===== src/rtl/ovf_recovery_seq.sv =====
module ovf_recovery_seq #(
  parameter int CLK_KHZ = 200000,
  parameter int AW = 4,
  parameter logic [AW-1:0] CMD_ADDR  = 4'h0,
  parameter logic [AW-1:0] ISR_ADDR  = 4'h7,
  parameter logic [AW-1:0] RBC0_ADDR = 4'hA,
  parameter logic [AW-1:0] RBC1_ADDR = 4'hB,
  parameter logic [AW-1:0] TCR_ADDR  = 4'hD,
  parameter logic [7:0]    TCR_RUN   = 8'h00
) (
  input  logic          clk,
  input  logic          rst_n,
  input  logic          ovw_seen,
  output logic          busy,
  output logic          bus_req,
  output logic          bus_we,
  output logic [AW-1:0] bus_addr,
  output logic [7:0]    bus_wdata,
  input  logic [7:0]    bus_rdata,
  input  logic          bus_ack,
  output logic          drain_req,
  input  logic          drain_done
);
  localparam int GUARD = (CLK_KHZ * 3 / 2 < 1) ? 1 : CLK_KHZ * 3 / 2;
  localparam int CW = $clog2(GUARD + 1);
  localparam logic [CW-1:0] LAST = CW'(GUARD - 1);
  localparam logic [7:0] PEND_MASK = 8'h04;
  localparam logic [7:0] DONE_MASK = 8'h0A;
  localparam logic [7:0] OVW_MASK  = 8'h10;
  localparam logic [7:0] TCR_LOOP  = (TCR_RUN & 8'hF9) | 8'h02;

  typedef enum logic [3:0] {
    S_IDLE, S_RD_CMD, S_STOP, S_WAIT, S_RBC0, S_RBC1, S_RD_ISR,
    S_LOOP, S_START, S_DRAIN, S_CLR_OVW, S_UNLOOP, S_RESEND
  } st_t;

  st_t st;
  logic pend, resend;
  logic [CW-1:0] cnt;

  always_ff @(posedge clk) begin
    if (!rst_n) begin
      st     <= S_IDLE;
      pend   <= 1'b0;
      resend <= 1'b0;
      cnt    <= '0;
    end else begin
      case (st)
        S_IDLE:    if (ovw_seen) st <= S_RD_CMD;
        S_RD_CMD:  if (bus_ack) begin
                     pend <= |(bus_rdata & PEND_MASK);
                     st   <= S_STOP;
                   end
        S_STOP:    if (bus_ack) begin
                     cnt <= '0;
                     st  <= S_WAIT;
                   end
        S_WAIT:    if (cnt == LAST) st <= S_RBC0;
                   else cnt <= cnt + 1'b1;
        S_RBC0:    if (bus_ack) st <= S_RBC1;
        S_RBC1:    if (bus_ack) begin
                     if (pend) st <= S_RD_ISR;
                     else begin
                       resend <= 1'b0;
                       st     <= S_LOOP;
                     end
                   end
        S_RD_ISR:  if (bus_ack) begin
                     resend <= ~|(bus_rdata & DONE_MASK);
                     st     <= S_LOOP;
                   end
        S_LOOP:    if (bus_ack) st <= S_START;
        S_START:   if (bus_ack) st <= S_DRAIN;
        S_DRAIN:   if (drain_done) st <= S_CLR_OVW;
        S_CLR_OVW: if (bus_ack) st <= S_UNLOOP;
        S_UNLOOP:  if (bus_ack) st <= resend ? S_RESEND : S_IDLE;
        S_RESEND:  if (bus_ack) begin
                     resend <= 1'b0;
                     st     <= S_IDLE;
                   end
        default:   st <= S_IDLE;
      endcase
    end
  end

  assign busy      = (st != S_IDLE);
  assign drain_req = (st == S_DRAIN);
  assign bus_req   = busy && (st != S_WAIT) && (st != S_DRAIN);

  always_comb begin
    bus_we    = 1'b1;
    bus_addr  = CMD_ADDR;
    bus_wdata = 8'h00;
    case (st)
      S_RD_CMD:  bus_we = 1'b0;
      S_STOP:    bus_wdata = 8'h21;
      S_RBC0:    bus_addr = RBC0_ADDR;
      S_RBC1:    bus_addr = RBC1_ADDR;
      S_RD_ISR:  begin bus_we = 1'b0; bus_addr = ISR_ADDR; end
      S_LOOP:    begin bus_addr = TCR_ADDR; bus_wdata = TCR_LOOP; end
      S_START:   bus_wdata = 8'h22;
      S_CLR_OVW: begin bus_addr = ISR_ADDR; bus_wdata = OVW_MASK; end
      S_UNLOOP:  begin bus_addr = TCR_ADDR; bus_wdata = TCR_RUN; end
      S_RESEND:  bus_wdata = 8'h26;
      default:   bus_we = 1'b0;
    endcase
  end
endmodule


===== config.mk =====
export PLATFORM = sky130hd
export DESIGN_NAME = ovf_recovery_seq
export DESIGN_NICKNAME = d
export VERILOG_FILES = /design/src/rtl/ovf_recovery_seq.sv
export SDC_FILE = /design/constraint.sdc
export NUM_CORES = 1
export LEC_CHECK = 0
export CAP_MARGIN = 20
export CELL_PAD_IN_SITES_DETAIL_PLACEMENT = 0
export CELL_PAD_IN_SITES_GLOBAL_PLACEMENT = 1
export CORE_MARGIN = 2
export CORE_UTILIZATION = 40
export CTS_CLUSTER_SIZE = 25
export DETAILED_ROUTE_END_ITERATION = 16
export GPL_TIMING_DRIVEN = 0
export PLACE_DENSITY_LB_ADDON = 0.12
export SYNTH_ARGS = -nofsm -noshare
export SYNTH_HDL_FRONTEND = slang
export SYNTH_SLANG_ARGS = --single-unit

===== constraint.sdc =====
create_clock -name clk -period 5.95 [get_ports clk]
set_input_delay 1.19 -clock clk [delete_from_list [all_inputs] [get_ports clk]]
set_output_delay 1.19 -clock clk [all_outputs]
set_load 0.02 [all_outputs]

==> out/metrics.csv <==
stage,metric,value,unit
clock_network,htree_levels,1,
global_route,grt_pass1_wl,6.35,mm
sta,tns,0,ps
floorplan,dieHeight,66.2,um
clock_network,clkTransAtPathRegs,90,ps
outcome,status,"finished, final reports clean",
setup_path,cp.arrival,2430,ps
detailed_routing,vias_per_cell,5.53,
yosys,synth_top_area_share,32.3,%
floorplan,core_area,3690,um^2
setup_path,crit_fanout,10,
global_route,overflow,0,
yosys,synth_seq_cells,25,
yosys,ys_types,41,
yosys,syn_inst,201,
place,pre_cts_slack,2500,ps
clock_network,insertion_delay,270,ps
detailed_routing,routed_wirelength,3.85,mm
yosys,ys_warn_count,0,
yosys,syn_area_per_cell,7.70,um^2
setup_path,worst-setup-path-type,register to primary output,
clock_network,post_cts_buffers,0,
sta,relSlewSlack,55.0,%
clock_network,clock_sinks,25,
floorplan,initial_core_util,42.0,%
cells_and_area,final_util,50.5,%
sta,setup_viol,0,
yosys,ys_seq_area_share,32.3,%
sta,hold_viol,0,
floorplan,design.die.area,4380,um^2
clock_network,cts_buffers,3,
clock_network,cts_resized,0,
yosys,syn_area,1550,um^2
global_route,grt_pass1_vias,1398,
setup_path,cp_data_required_time,4760,ps
sta,finalCritPeriodShare,60.8,%
yosys,synthTopCellsByCount,"dfxtp_1, nor2_1, nand2_1",
detailed_routing,drc_errors,0,
power,leakage,0.604,nW
global_route,grt_start_max_net_pins,15,
detailed_routing,first_pass_iters,4,
global_route,antenna_found_initial,0,
yosys,synth_most_common_cell,dfxtp_1,
place,numPortBuffers,20,
cells_and_area,diodes,0,
place,gp_congestion,0.935,
yosys,synthTopCellsByArea,"dfxtp_1, xnor2_1, nor2_1",
clock_network,root_buffer,clkbuf_8,
floorplan,die_w,66.2,um
power,cellPowerDensity,283,nW/um^2
setup_path,end_kind,primary output,
yosys,synth_flop_cell,dfxtp_1,
cells_and_area,stdcell_count,275,
global_route,grt_use_total,18.6,%
sta,rsz0062_at_grt,false,
place,dp_cells,271,
floorplan,rows,22,
power,irDropWorstVdd,0.000160,V
sta,worst_pin_slew,669,ps
run,maxCapViolCount,0,
detailed_routing,vias,1522,
cells_and_area,finalNetCount,242,
sta,fmax,277,MHz
floorplan,io_pins,29,
clock_network,clk_path_buf_depth,2,
cells_and_area,n_fill_cell,377,
sta,finalCriticalPeriod,3620,ps
clock_network,cts_tree,yes,
detailed_routing,drtAntennaViolNets,0,
clock_network,hold_buffers,0,
place,hpwl,2.91,mm
setup_path,critPathLaunchType,register,
cells_and_area,synthToLayoutAreaGrowth,20.3,%
cells_and_area,seq_area,500,um^2
detailed_routing,first_iter_violations,91,
cells_and_area,multiInputGateArea,972,um^2
cells_and_area,drive_above_1_share,4.41,%
detailed_routing,post_drt_wl_per_cell,14.0,um
min_path,hp-class,register to register,
sta,finalClockSkew,5.06,ps
yosys,yosys.area.top_type,dfxtp_1,
yosys,synth_edf_count,0,
yosys,synthArstFlopShare,0,%
sta,drv_slew,0,
sta,worst_slack,2330,ps
per-stage QoR:
| stage | power, mW | hold slack [ps] | cell area [um^2] |
|---|---|---|---|
| final | 0.528 | 504 | 1860 |
| after global routing | 0.559 | 544 | 1860 |
| after CTS | 0.531 | 506 | 1860 |
| after detailed placement | 0.430 | 493 | 1820 |
| after global placement | 0.426 | 480 | 1820 |
| after floorplan | 0.347 | 458 | 1560 |
sequential cells by signal (all words and copies together) (netlist names):
name and count:
pend 1, cnt 19, st 4, resend 1
cell usage in the layout (no fill, tap or decap), drive strengths merged, types with 2 or more instances in the layout:
cell type / instances
dfxtp: 25
nor2: 24
nand2: 22
clkdlybuf4s50: 20
xnor2: 13
a21oi: 12
clkbuf: 12
o21ai: 10
nand3: 10
nor3: 5
inv: 5
and3: 5
a31oi: 5
buf: 5
nand2b: 4
mux2i: 4
or3: 4
nor2b: 3
a2111oi: 3
nand4: 3
a211oi: 3
conb: 3
nor4: 2
o21a: 2
nand3b: 2
and4: 2
a21boi: 2
o31a: 2
or4: 2
logic make-up after synthesis:
| group | count (synthesis) | share of synthesized area (%) |
|---|---|---|
| AO/OA/AOI/OAI | 46 | 21.3 |
| XOR/XNOR | 13 | 7.36 |
| adder cells (fa/ha/maj) | 1 | 0.808 |
| buffers and inverters | 19 | 5.34 |
| flip-flops | 25 | 32.3 |
| multiplexers | 4 | 2.59 |
| other | 1 | 0.242 |
| AND/OR/NAND/NOR | 92 | 30.1 |
layout make-up:
| class | count | share of cell area (%) |
|---|---|---|
| plain buffers | 14 | 3.43 |
| clock buffers | 3 | 2.22 |
| clock inverters | 1 | 0.269 |
| inverters | 5 | 1.01 |
| multi-input cells | 159 | 52.2 |
| flip-flops and latches | 25 | 26.9 |
| well taps | 48 | 3.23 |
| repair buffers | 20 | 10.8 |
worst paths after layout:
path              startpoint           to  slack [ps]  cells past startpoint
setup / recovery       st[3]  bus_addr[3]        2330                      5
hold / removal        cnt[1]       cnt[1]         500                      2
setup reg to reg       st[1]      cnt[13]        3220                      8
hold reg to reg       cnt[1]       cnt[1]         500                      2
routing by layer:
layer / vias to the layer above / global-route usage, % / share of wire, % / wire length, um
met2: 36 / 29.8 / 46 / 1790
met3: 2 / 3.75 / 5.7 / 218
met4: 0 / 4.59 / 0.57 / 22
li1: 764 / - / - / -
met5: - / 0 / 0 / 0
met1: 720 / 25.6 / 47 / 1820
where the power goes:
part	switching [mW]	leakage [nW]	internal, mW	total (mW)
Sequential	0.00606	0.202	0.176	0.182
Combinational	0.147	0.376	0.0987	0.246
Clock	0.0532	0.0255	0.0468	0.100
worst max-delay path, stage by stage, from the launching register on:
cell	delay, ps
dfxtp_1	310
clkbuf_1	370
buf_1	430
nand2b_1	220
o21ai_0	200
clkdlybuf4s50_1	630
Note: power is estimated with default switching activity, not from simulation.
